$ cat src/rtl/uframe_sched_sel.sv
module uframe_sched_sel #(
  parameter int MASK_W = 8,
  localparam int IDX_W = $clog2(MASK_W)
) (
  input  logic              clk_i,
  input  logic              rst_ni,
  input  logic              tick_i,
  input  logic [MASK_W-1:0] smask_i,
  input  logic [MASK_W-1:0] cmask_i,
  input  logic [1:0]        speed_i,
  input  logic              periodic_i,
  input  logic              active_i,
  input  logic              cphase_i,
  output logic [IDX_W-1:0]  uframe_o,
  output logic              start_cand_o,
  output logic              cmpl_cand_o,
  output logic              intr_ep_o,
  output logic              split_intr_o,
  output logic              mask_err_o
);

  logic [IDX_W-1:0] pos_q;
  logic slow_spd, rsvd_spd, csplit_use, s_hit, c_hit, s_any, c_any;

  assign slow_spd   = (speed_i == 2'b00) || (speed_i == 2'b01);
  assign rsvd_spd   = (speed_i == 2'b11);
  assign csplit_use = slow_spd && periodic_i;
  assign s_hit      = smask_i[pos_q];
  assign c_hit      = cmask_i[pos_q];
  assign s_any      = |smask_i;
  assign c_any      = |cmask_i;

  always_ff @(posedge clk_i) begin
    if (!rst_ni) begin
      pos_q        <= '0;
      start_cand_o <= 1'b0;
      cmpl_cand_o  <= 1'b0;
      intr_ep_o    <= 1'b0;
      split_intr_o <= 1'b0;
      mask_err_o   <= 1'b0;
    end else if (tick_i) begin
      pos_q        <= pos_q + 1'b1;
      start_cand_o <= s_hit && !rsvd_spd;
      cmpl_cand_o  <= csplit_use && c_hit && active_i && cphase_i;
      intr_ep_o    <= s_any;
      split_intr_o <= s_any && slow_spd;
      mask_err_o   <= (csplit_use && !c_any) || (periodic_i && !s_any);
    end
  end

  assign uframe_o = pos_q;

endmodule


$ cat config.mk
export PLATFORM = sky130hd
export DESIGN_NAME = uframe_sched_sel
export DESIGN_NICKNAME = d
export VERILOG_FILES = /design/src/rtl/uframe_sched_sel.sv
export SDC_FILE = /design/constraint.sdc
export NUM_CORES = 1
export LEC_CHECK = 0
export ABC_AREA = 1
export BUFFER_PORTS_ARGS = -buffer_cell sky130_fd_sc_hd__buf_2
export CORE_UTILIZATION = 41
export DETAILED_ROUTE_END_ITERATION = 8
export PLACE_DENSITY = 0.72
export SYNTH_ARGS = -nofsm -noshare
export SYNTH_HDL_FRONTEND = slang
export SYNTH_SLANG_ARGS = --single-unit
$ cat constraint.sdc
create_clock -name clk_i -period 1.1 [get_ports clk_i]
set_input_delay 0.11 -clock clk_i [delete_from_list [all_inputs] [get_ports clk_i]]
set_output_delay 0.11 -clock clk_i [all_outputs]
set_load 0.005 [all_outputs]
* Yosys cells after proc, flatten, opt, wreduce, memory -nomap -nowiden
Index checks and enable logic that the tools add are counted.
** Word-level totals
- Bits of input ports :: 24
- Register bits after elaboration :: 8
- Word-level logic and storage cells :: 30
- Output and inout bits :: 8
** Operators by class
- Multiplexer cells :: 4
- Reduce and logical (&&, ||, !) cells :: 16
- Order comparisons :: 1
- Add/sub/neg operators :: 1
- Eq/ne operators :: 2
** Operators with widths (count)
- OR reduction 8 bit :: 2
- logical AND 1 bit :: 8
- binary-select mux 1 bit (select 3 bit) :: 2
- less-than comparator 3 x 4 -> 1 bit (second input constant) :: 1
- adder 3 x 1 -> 3 bit (second input constant) :: 1
- logical NOT 1 bit :: 3
- == test 2 x 1 -> 1 bit (second input constant) :: 1
- == test 2 bit (second input constant) :: 1
- logical NOT 2 bit :: 1
- logical OR 1 bit :: 2
- 2-to-1 mux 1 bit :: 2

* Depth between registers and ports, before layout
Gate-level depths: netlist (run 1).
- Depth in word-level cells :: 6
- Gate-level depth with buffers :: 8
- Depth with buffers taken out :: 7

* Least setup slack after synthesis (run 1)
OpenSTA, ideal clock, no wires.
- Path type :: flip-flop to flip-flop
- Start point :: reg pos_q[0] (netlist: uframe_o[0])
- End point :: reg start_cand_o
- Data required time :: 0.978 ns
- Stages on the path, launching flop included :: 9
- Buffers on the path :: 1
- Library setup time :: 0.122 ns
- Clock period less this slack :: 0.996 ns
- Arrival :: 0.874 ns
- Setup slack :: 0.104 ns
- Path through :: dfxtp_1 -> buf_6 -> inv_8 -> nand2_1 -> nand3_1 -> nand2_1 -> nand2_1 -> nand3_2 -> a21oi_2
** Between the ends
- Cells in the longest elaborated chain, start to end :: 3
** Ends and longest elaborated chain
- start: declaration :: RTL line 22 : logic [IDX_W-1:0] pos_q;
- start signal: assignment :: RTL line 42 : pos_q <= pos_q + 1'b1;
- binary-select mux 1 bit (select 3 bit) :: RTL line 28 : assign s_hit = smask_i[pos_q];
- 2-to-1 mux 1 bit (implied by the code) :: RTL line 28
- logical AND 1 bit :: RTL line 43 : start_cand_o <= s_hit && !rsvd_spd;
- end signal: assignment :: RTL line 43
- end: declaration :: RTL line 15 : output logic start_cand_o,
No other way between the ends. The select of a mux whose other input is x is not followed.
A chain may end at the register's enable or synchronous reset.

* Worst setup path in the final report (run 1)
Same ends and word-level chain as after synthesis.

==> results, run 1 <==
- The antenna diode count is 0.
- The post-layout worst setup margin is just under 80 ps.
- The first element of the critical path is uframe_o[0].
- The congestion estimate from routability-driven global placement came to 0.831.
- Setup repair after global routing left no endpoint under its margin.
- The synthesis warning total is 0.
- TritonCTS built the clock tree.
- Synthesis produced a netlist with a net count of 113.
- Sorting the synthesized cells by area gives the leading types as dfxtp_1 30%, nand2_1 21%, nand3_1 10%.
- CTS built an H-tree with a depth of 1.
- The synthesized netlist devotes 13.4% of its cell area to compound gates.
- The cell area after placement is slightly above 700 sq um.
- The tree built by TritonCTS fans out to 8 sinks.
- In this run the count of I/O pins placed on the die edge is 32.
- The number of max-slew violations in the final report is 0.
- The wire length per cell after detailed routing is roughly 9.7 um.
- The initial antenna violation count is 0.
- The synthesized netlist occupies a cell area of about 540 sq um.
- After the first detailed-routing iteration, the DRC count stood at 8.
- The worst setup path is captured at a flip-flop.
- The register bit total from synthesis is 8.
- Leaving out fill and tap cells, the most frequent cell in the layout is buf_2.
- The summed negative setup slack over all endpoints is 0 ps.
- The overall routing resource usage is roughly 22%.
- The die extent in x is 38.4 um.
- The post-synthesis adder-cell area fraction is under 10%.
- The leakage component of the power is slightly below 0.4 nW.
- The row count is 12.
- By area, the combinational part of the netlist is dominated by simple AND/OR/NAND/NOR gates.
- The effective utilization at floorplan is a little under half.
- The type of element launching the critical path is a flip-flop.
- Synthesis produced slightly below 90 cells.
- In this run the most critical hold path is launched from tick_i.
- The library cell with the largest summed area after synthesis is dfxtp_1.
- For this run, design rule violations remaining after detail routing come to 0.
- The path with the worst hold slack has its endpoint at start_cand_o.
- Wires add up to ~1300 um.
- The maximum achievable frequency is 979 MHz.
- The via count of the first global-routing pass was just over 500.
- Max-cap violations in this run came to 0.
- Data on the critical path is required at its endpoint by about 1300 ps.
- The maximum vdd ir drop is just over 0.7 mV.
- From bottom edge to top edge, the die measures 38.4 um.
- The worst-margin pin slew is between 200 and 250 ps.
- The largest net degree at the start of global routing is 11.
- The worst min-delay path class is primary input to flip-flop.
- For the worst setup path, the data arrival time is 1220 ps.
- No sink is reached through more buffers than the 2 on the longest clock path.
- The TritonCTS buffer count is 3.
- The final critical path takes up between 90% and 100% of the cycle.
- The area of all placed cells without fillers is about 750 sq um.
- In this run the critical register-to-register path is launched from uframe_o[0].
- The area overhead of the layout relative to synthesis is 38.8%.
- The first global-routing pass estimated roughly 2100 um of wire.
- Port buffering added 31 buffers.
- The routed layout has approximately 640 vias.
- The die covers 0.00147 sq mm.
- The top cell types in the final layout, fill and taps aside, are 31 x buf_2, 30 x nand2_1, 12 x nor2_1.
- For this run the aggregate overflow at the end of global routing stands at 0.
- Of all nets on the critical path, the largest fanout is 10.
- The total count of hold-check failures in the final report is 0.
- In this run the tightest slew margin relative to its limit is between 80 and 90%.
- The half-perimeter wire length of the detailed placement result is 1070 um.
- The sequential area share after synthesis is 29.6%.
- For this design, the CTS-stage hold fixing added 0 buffers.
- The total area inside the core boundary comes to about 0.0012 sq mm.
- The final hold slack is between 100 and 150 ps.
- Clock latency on the worst-skew pair, taken at its later pin, is ~260 ps.
- The number of nets with antenna violations after routing is 0.
- Of the total synthesized cell area, the portion taken by AND, OR, NAND and NOR gates is between 40% and 50%.
- The cell count of the worst reg-to-reg path is 8.
- The setup slack after placement is between 50 and 60 ps.
- Clock-pin slew was measured on the worst setup and hold paths at around 50 ps.
- The number of search-and-repair iterations in the first detailed-routing pass is 4.
- The number of distinct library cells after synthesis is 17.
- The mean cell area of the mapped netlist is about 6.2 sq um.
- Subtracting the final worst setup slack from the clock period gives between 1000 and 1500 ps.
- After layout, the design draws a total of around 0.76 mW.
- Using the TritonRoute via totals, the vias-per-cell ratio works out to approximately 4.7.
- For this design the ratio of total power to cell area is between 1000 and 1500 mW/mm^2.
- The cell chosen for the clock root is clkbuf_4.
- The start-to-end type of the worst setup path is flip-flop to flip-flop.
- The critical register-to-register path endpoint is start_cand_o.
- The reg2reg setup slack is 80 ps.
- The worst setup skew after layout is about 1.6 ps.
- The multiplexer fraction of the synthesized cell area is 0%.
- The flow ran to the end, and the final reports show no timing, DRC or antenna violations.
- The cell count of the worst hold path is 2.
- The xor and xnor fraction of the mapped netlist area is 0%.
- Of the cells placed in the final design, the portion with a size suffix greater than 1 is a little over a third.
- The number of setup violations in the final report is 0.
- The number of nets in the layout is approximately 150.
- The fraction of synthesized cell area taken by the top area cell type is around 30%.
==> where the power goes <==
part           leakage (nW)  total [mW]  internal, mW  switching [mW]
Combinational         0.315       0.211        0.0999           0.111
Sequential           0.0662       0.319         0.308          0.0115
Clock                0.0138       0.227         0.125           0.102
Total                 0.395       0.757         0.533           0.225
==> registers in the layout, indices dropped and copies added, names as in the netlist <==
| name | flops |
|---|---|
| cmpl_cand_o | 1 |
| intr_ep_o | 1 |
| mask_err_o | 1 |
| split_intr_o | 1 |
| start_cand_o | 1 |
| uframe_o | 3 |
==> worst max path at each step <==
stage	slack [ps]	end	cells after the start
floorplan	100	start_cand_o	8
detailed placement	50	start_cand_o	8
global route	0.09	start_cand_o	8
CTS	50	start_cand_o	8
finish	80	start_cand_o	8
global placement	60	start_cand_o	8
==> kinds of logic after synthesis <==
group | Yosys count
and+or+nand+nor | 58
AOI/OAI and AO/OA | 13
buffers and inverters | 8
DFF | 8
adders and majority gates | 1
==> Yosys cell counts <==
| cell type | number |
|---|---|
| a21oi_1 | 5 |
| nand4_1 | 1 |
| buf_6 | 1 |
| inv_8 | 1 |
| nand2_2 | 1 |
| a21oi_2 | 2 |
| nor2_1 | 12 |
| o21ai_0 | 6 |
| inv_1 | 5 |
| nand3_1 | 11 |
| nand3b_1 | 1 |
| nand2_1 | 30 |
| nand3_2 | 1 |
| ha_1 | 1 |
| buf_4 | 1 |
| dfxtp_1 | 8 |
| nor3_1 | 1 |
==> through the flow <==
| step | utilization [%] | std cells |
|---|---|---|
| global placement | 61.8 | 133 |
| detailed placement | 61.8 | 133 |
| floorplan | - | 88 |
| global route | 64.2 | 136 |
| CTS | 63.7 | 136 |
| finish | 64.2 | 136 |
==> worst max-delay path, stage by stage (launching register included) <==
cell and delay (ps):
dfxtp_2 330, buf_12 140, inv_8 70, nand2_1 50
nand3_1 60, nand2_1 70, nand2_1 70, nand3_2 60
a21oi_2 100
==> routing by layer <==
metal	GRT usage (%)	share of wire, %
met1	28.1	49
met2	30.5	46
met3	10.5	4.3
met4	7.76	0.76
met5	0	0
==> final cells by class <==
class                   count  area [sq um]
inverters                   6          30.0
flip-flops and latches      8           161
clock buffers               3          22.5
multi-input cells          72           338
fillers                   114           419
repair buffers             33           183
well taps                  14          17.5
==> what timing repair did <==
item                       4_1_cts  5_1_grt
gates resized for setup          0        2
setup endpoints to repair        0        2
setup buffers                    0        0
Power figures use the tool's default switching activity.
==> run 2, diff against run 1 <==
--- a/config.mk
+++ b/config.mk
@@ -7,9 +7,13 @@
 export LEC_CHECK = 0
 export ABC_AREA = 1
 export BUFFER_PORTS_ARGS = -buffer_cell sky130_fd_sc_hd__buf_2
-export CORE_UTILIZATION = 41
+export CELL_PAD_IN_SITES_DETAIL_PLACEMENT = 1
+export CELL_PAD_IN_SITES_GLOBAL_PLACEMENT = 1
+export CORE_ASPECT_RATIO = 0.9
+export CORE_UTILIZATION = 26
 export DETAILED_ROUTE_END_ITERATION = 8
-export PLACE_DENSITY = 0.72
+export PLACE_DENSITY = 0.71
+export SKIP_LAST_GASP = 1
 export SYNTH_ARGS = -nofsm -noshare
 export SYNTH_HDL_FRONTEND = slang
 export SYNTH_SLANG_ARGS = --single-unit
==> run 2 against run 1 <==
  * Power rose by 1.6%
  * Die area increased by 54%
  * Maximum frequency is 1.8% lower
  * Setup slack lost 18 ps
  * Clock power is 2% higher
  * Highest routed layer unchanged
==> results, run 2 (same netlist as run 1, synthesis figures left out) <==
- STA classifies the critical path endpoint as a flip-flop.
- Among cell families on the critical path, the largest total delay comes from flip-flops.
- The cell count of the worst hold path came to 3 (+1).
- The half-perimeter wire length of the detailed placement result is 1470 um (+37%).
- The data arrival time at the worst-slack endpoint is 1230 ps (about the same).
- The total power divided by cell area is 1010 mW/mm^2 (+0.13%).
- Setup repair after global routing could not meet its margin everywhere.
- The cell count of the worst reg-to-reg path is 8 (unchanged).
- The setup slack after placement is 39.5 ps (-11.1 ps).
- The run finished with clean final reports.
- The number of nets with antenna violations after routing came to 0 (unchanged).
- In this design, the critical path's most frequently occurring cell is nand2_1.
- The area of all placed cells without fillers is 763 sq um (+1.5%).
- The die extent in x is 50.1 um (+31%).
- The number of setup violations in the final report was 0 (unchanged).
- The cell area after placement was 737 sq um (+1.9%).
- The overall routing resource usage is 17.3% (-4.3 points).
- The clock period minus final worst setup slack is 1040 ps (+18.3 ps).
- The ratio of routed vias to standard cells was 4.77 (+0.71%).
- The number of H-tree branching levels is 1 (unchanged).
- The number of sinks on the clock net is 8 (unchanged).
- The floorplan die area is 0.00227 sq mm (+54%).
- CTS placed an instance of clkbuf_4 at the clock tree root.
- The final cycle utilization of the critical path came to 94.6% (+1.7 points).
- The height of the chip is 45.3 um (+18%).
- The count of routing violations after the opening detailed-route iteration is 11 (+3).
- The via count of the first global-routing pass is 643 (+27%).
- The critical path in this run is classified as flip-flop to flip-flop.
- The leading cell type in the layout, fill and taps excluded is buf_2.
- The final global-route overflow total is 0 (unchanged).
- The number of max-slew violations in the final report was 0 (unchanged).
- The flip-flop count of the largest register, all copies and words added is 3 (unchanged).
- The effective utilization at floorplan is 28.0% (-18 points).
- The wire length per cell after detailed routing is 11.9 um (+23%).
- The cell at the slowest stage of the critical path is dfxtp_2.
- The number of buffers added to fix hold violations after cts is 0 (unchanged).
- The critical path buffer and inverter count came to 2 (unchanged).
- Relative to the synthesized area, the layout overhead comes to 40.9%.
- The leakage component of the power is 0.395 nW (+0.14%).
- The ratio of cells with drive above 1 in the final layout is 36.1% (+0.82 points).
- The delay of the slowest cell on the worst path is 340 ps (about the same).
- The worst slew margin relative to its limit came to 86.6% (+0.81 points).
- The number of I/O port buffers was 31 (unchanged).
- The number of search-and-repair iterations in the first detailed-routing pass is 4 (unchanged).
- The final wirelength is 1750 um (+33%).
- The worst-skew pair later-pin latency is 250 ps (about the same).
- The worst setup skew after layout is 1.02 ps (-0.587 ps).
- The initial antenna violation count is 0 (unchanged).
- The antenna diode count is 0 (unchanged).
- The residual DRC count is 0 (unchanged).
- The reg2reg setup slack came to 60 ps (-20 ps).
- For hold timing, the worst endpoint is uframe_o[0].
- The worst min-delay path class is primary input to flip-flop.
- The area of the placeable core is 0.00193 sq mm (+65%).
- The clock slew at the register clock pins of the worst setup and hold paths is 60 ps (about the same).
- The row count is 15 (+3).
- The biggest fanout along the worst timing path was 10 (unchanged).
- The total of max-cap violations is 0 (unchanged).
- The maximum achievable frequency came to 961 MHz (-1.8%).
- The data required time at the worst endpoint was 1290 ps (about the same).
- TritonCTS built the clock tree.
- The critical register-to-register path endpoint is start_cand_o.
- In the layout the commonest cells are 31 x buf_2, 30 x nand2_1, 12 x nor2_1.
- The logic depth of the worst path, buffers included is 8 (unchanged).
- The I/O pin total was 32 (unchanged).
- The largest net degree at the start of global routing came to 11 (unchanged).
- The type of element launching the critical path is a flip-flop.
- The routability congestion estimate from global placement is 0.765 (-8.0%).
- The maximum buffer depth of the clock tree came to 2 (unchanged).
- The TritonCTS buffer count is 3 (unchanged).
- The post-layout worst setup margin came to 59.9 ps (-18.3 ps).
- The summed negative setup slack over all endpoints was 0 ps (unchanged).
- The via count was 701 (+8.9%).
- In this run the critical register-to-register path is launched from uframe_o[0].
- Traced cell by cell, the critical path runs through buf_12 -> inv_8 -> nand2_1 -> nand3_1 -> nand2_1 -> nand2_1 -> nand3_2 -> a21oi_2.
- The first-pass GRT wire length is 2860 um (+36%).
- The total count of hold-check failures in the final report is 0 (unchanged).
- The maximum vdd ir drop is 0.339 mV (-53%).
- The worst hold path begins at rst_ni.
- The worst-margin pin slew is 199 ps (-12.6 ps).
- The number of nets in the layout is 149 (unchanged).
[run 2: final cells by class]
class	count	area [sq um]
repair buffers	33	183
multi-input cells	72	333
inverters	6	30.0
well taps	25	31.3
flip-flops and latches	8	164
clock buffers	3	22.5
fillers	276	1170
[run 2: per-layer routing]
metal,track usage [%],share of wire [%],vias to the layer above
li1,-,-,356
met4,6.86,0.97,0
met5,0,0,-
met1,21.6,48,322
met2,29.3,46,21
met3,3.37,4.3,2
[run 2: worst max path at each step]
stage           startpoint      endpoint  slack [ps]
3_3_place_gp   uframe_o[0]  start_cand_o          60
2_1_floorplan  uframe_o[0]  start_cand_o         100
4_1_cts        uframe_o[0]  start_cand_o          20
6_report       uframe_o[0]  start_cand_o          60
5_1_grt        uframe_o[0]  start_cand_o         -20
3_5_place_dp   uframe_o[0]  start_cand_o          40
[run 2: metrics by stage]
stage	cells	utilization (%)	total power, mW	hold slack (ps)
3_3_place_gp	144	38.1	0.537	409
6_report	147	39.5	0.770	145
4_1_cts	147	39.3	0.781	140
3_5_place_dp	144	38.1	0.544	417
5_1_grt	147	39.5	0.823	145
2_1_floorplan	88	-	0.440	248
[run 2: worst reg2reg max path, stage by stage (launching register included)]
cell     delay (ps)
dfxtp_2         340
buf_12          140
inv_8            70
nand2_1          50
nand3_1          60
nand2_1          60
nand2_1          70
nand3_2          80
a21oi_2         110
[run 2: repair_timing]
action / CTS / global route
setup endpoints to repair: 0 / 3
resized for setup: 0 / 3
setup buffers: 0 / 0
[run 2: report_power, final]
group / leakage (nW) / switching (mW) / internal (mW)
combinational: 0.314 / 0.116 / 0.0997
clock: 0.0138 / 0.107 / 0.125
sequential: 0.0670 / 0.0131 / 0.308
==> run 3, diff against run 2 <==
--- a/config.mk
+++ b/config.mk
@@ -13,6 +13,7 @@
 export CORE_UTILIZATION = 26
 export DETAILED_ROUTE_END_ITERATION = 8
 export PLACE_DENSITY = 0.71
+export REMOVE_ABC_BUFFERS = 1
 export SKIP_LAST_GASP = 1
 export SYNTH_ARGS = -nofsm -noshare
 export SYNTH_HDL_FRONTEND = slang
==> run 3 against run 2 <==
  * Combinational power grew 19%
  * First-iteration DRC count shrank 55%
  * Cell count rose by 1.4%
  * Setup slack worse by 15 ps
  * Non-clock buffer count increased by 1
  * Via count decreased by 0.57%
  * Largest cell class unchanged
  * Largest power group unchanged
==> results, run 3 (same netlist as run 1, synthesis figures left out) <==
- The flow ran to the end, and the final reports show no timing, DRC or antenna violations.
- The total power divided by cell area came to 936 mW/mm^2 (-7.2%).
- The number of setup violations in the final report is 0 (unchanged).
- The residual DRC count is 0 (unchanged).
- The final cycle utilization of the critical path is 95.9% (+1.4 points).
- The setup fix buffers added after clock tree synthesis came to 0 (unchanged).
- The endpoint identified for the worst register-to-register timing path is cmpl_cand_o.
- The type of element launching the critical path is a flip-flop.
- The worst setup path is captured at a flip-flop.
- The top cell types in the final layout, fill and taps aside, are 31 x buf_2, 23 x nand2_1, 12 x nor2_1.
- The via count of the first global-routing pass came to 675 (+5.0%).
- The critical path's most frequent cell is nand2_1.
- The clock slew at the register clock pins of the worst setup and hold paths is 60 ps (about the same).
- The ratio of cells with drive above 1 in the final layout came to 46.0% (+9.9 points).
- The leading cell type in the layout, fill and taps excluded is buf_2.
- The biggest fanout along the worst timing path is 6 (-4).
- The delay of the slowest cell on the worst path is 380 ps (+40 ps).
- The number of search-and-repair iterations in the first detailed-routing pass is 4 (unchanged).
- The final global-route overflow total is 0 (unchanged).
- The count of routing violations after the opening detailed-route iteration is 5 (-6).
- The initial antenna violation count is 0 (unchanged).
- The total count of hold-check failures in the final report is 0 (unchanged).
- The row count is 15 (unchanged).
- The number of nets with antenna violations after routing was 0 (unchanged).
- The maximum vdd ir drop is 0.437 mV (+29%).
- The data required time at the worst endpoint is 1290 ps (about the same).
- The overall routing resource usage is 17.1% (-0.19 points).
- The via count is 697 (-0.57%).
- The worst-skew pair later-pin latency is 250 ps (about the same).
- The worst hold path belongs to the class primary input to flip-flop.
- The summed negative setup slack over all endpoints was 0 ps (unchanged).
- The total of max-cap violations is 0 (unchanged).
- The filler cell count in the final layout is 276 (unchanged).
- The slowest stage of the critical path is the dfxtp_4 cell.
- The worst slew margin relative to its limit is 79.4% (-7.2 points).
- The antenna diode count is 0 (unchanged).
- The maximum achievable frequency is 948 MHz (-1.4%).
- The signal on the critical path passes through buf_12 -> nand2_1 -> nand3_2 -> nand2_1 -> nand2_1 -> nand3_2 -> a21oi_2.
- The clock period minus final worst setup slack is 1060 ps (+15.0 ps).
- The largest net degree at the start of global routing was 11 (unchanged).
- The effective utilization at floorplan is 28.0% (unchanged).
- The die extent in x is 50.1 um (unchanged).
- The cell count of the worst reg-to-reg path is 7 (-1).
- Setup repair after global routing could not meet its margin everywhere.
- The critical path buffer and inverter count is 1 (-1).
- The ratio of routed vias to standard cells came to 4.68 (-1.9%).
- The flip-flop count of the largest register, all copies and words added is 3 (unchanged).
- The first-pass GRT wire length is 2790 um (-2.4%).
- The start-to-end type of the worst setup path is flip-flop to flip-flop.
- The TritonCTS buffer count is 3 (unchanged).
- The routability congestion estimate from global placement was 0.763 (-0.31%).
- The I/O pin total is 32 (unchanged).
- The wire length per cell after detailed routing came to 11.6 um (-2.4%).
- The worst hold path begins at speed_i[0].
- The maximum buffer depth of the clock tree is 2 (unchanged).
- The tree is rooted in a clkbuf_4.
- The worst-case hold path end point is start_cand_o.
- The area overhead of the layout relative to synthesis is 57.5%.
- The number of I/O port buffers is 31 (unchanged).
- The height of the chip was 45.3 um (unchanged).
- TritonCTS built the clock tree.
- The number of sinks on the clock net is 8 (unchanged).
- The floorplan die area is 0.00227 sq mm (unchanged).
- The worst setup skew after layout is 3.29 ps (+2.27 ps).
- The worst-margin pin slew is 307 ps (+108 ps).
- The half-perimeter wire length of the detailed placement result is 1390 um (-5.6%).
- The worst register-to-register path begins at uframe_o[0].
- The final design utilization is 44.1% (+4.7 points).
- The leakage component of the power is 0.423 nW (+6.9%).
- The number of max-slew violations in the final report is 0 (unchanged).
- Among cell families on the critical path, the largest total delay comes from flip-flops.
- The cell count of the worst hold path is 4 (+1).
- The reg2reg setup slack came to 40 ps (-20 ps).
- The number of H-tree branching levels came to 1 (unchanged).
- The number of nets in the layout was 151 (+1.3%).
- The final wirelength is 1730 um (-1.1%).
- The area of the placeable core is 0.00193 sq mm (unchanged).
- The data arrival time at the worst-slack endpoint is 1240 ps (about the same).
==> run 3: cell types whose count changed in the layout (fill, tap and decap cells not counted), sizes merged <==
cell,delta
clkinv,+2
clkbuf,+1
inv,-1
==> run 3: worst max-delay path by stage <==
| stage | startpoint | end | slack (ps) | depth (start not counted) |
|---|---|---|---|---|
| global route | uframe_o[0] | cmpl_cand_o | -40 | 8 |
| floorplan | uframe_o[0] | uframe_o[1] | -70 | 3 |
| global placement | uframe_o[0] | start_cand_o | 50 | 8 |
| detailed placement | uframe_o[0] | start_cand_o | 40 | 8 |
| CTS | uframe_o[0] | start_cand_o | 30 | 8 |
| finish | uframe_o[0] | cmpl_cand_o | 40 | 7 |
==> run 3: repair_timing <==
action                                  4_1_cts  5_1_grt
resized for setup                             0       18
hold buffers                                  0        0
endpoints found under the setup margin        0        2
==> run 3: stage by stage <==
step | std cells | area (sq um) | setup slack (ps) | power [mW] | hold slack (ps)
after floorplan | 86 | 523 | -74.1 | 0.428 | 194
after global placement | 144 | 737 | 54.9 | 0.537 | 404
after detailed placement | 144 | 737 | 39.2 | 0.540 | 408
after CTS | 147 | 759 | 32.0 | 0.777 | 131
after global routing | 149 | 853 | -43.2 | 0.871 | 140
final | 149 | 853 | 44.9 | 0.799 | 147
==> run 3: cell type report <==
cell class | instances | area [sq um] | share of cell area [%]
repair inverters | 1 | 16.3 | 1.91
well taps | 25 | 31.3 | 3.67
flip-flops and latches | 8 | 165 | 19.4
clock buffers | 3 | 22.5 | 2.64
multi-input cells | 72 | 375 | 44.0
inverters | 6 | 35.0 | 4.11
repair buffers | 34 | 208 | 24.3
==> run 3: layer usage <==
metal  wire, um  global-route usage [%]  vias to the layer above
li1           -                       -                      362
met1        811                    19.6                      316
met2        842                    28.0                       17
met3         63                    5.39                        2
met4         13                    10.3                        0
met5          0                       0                        -
==> run 3: report_power, final <==
group	leakage [nW]	total [mW]	switching [mW]	internal (mW)
clock	0.0138	0.222	0.0975	0.125
sequential	0.0670	0.321	0.0138	0.307
combinational	0.342	0.256	0.134	0.122
==> run 3: worst register-to-register path, cell delays in order (launching register included) <==
cell and delay, ps:
dfxtp_4 380, buf_12 140, nand2_1 70, nand3_2 70, nand2_1 50, nand2_1 70, nand3_2 70, a21oi_2 130
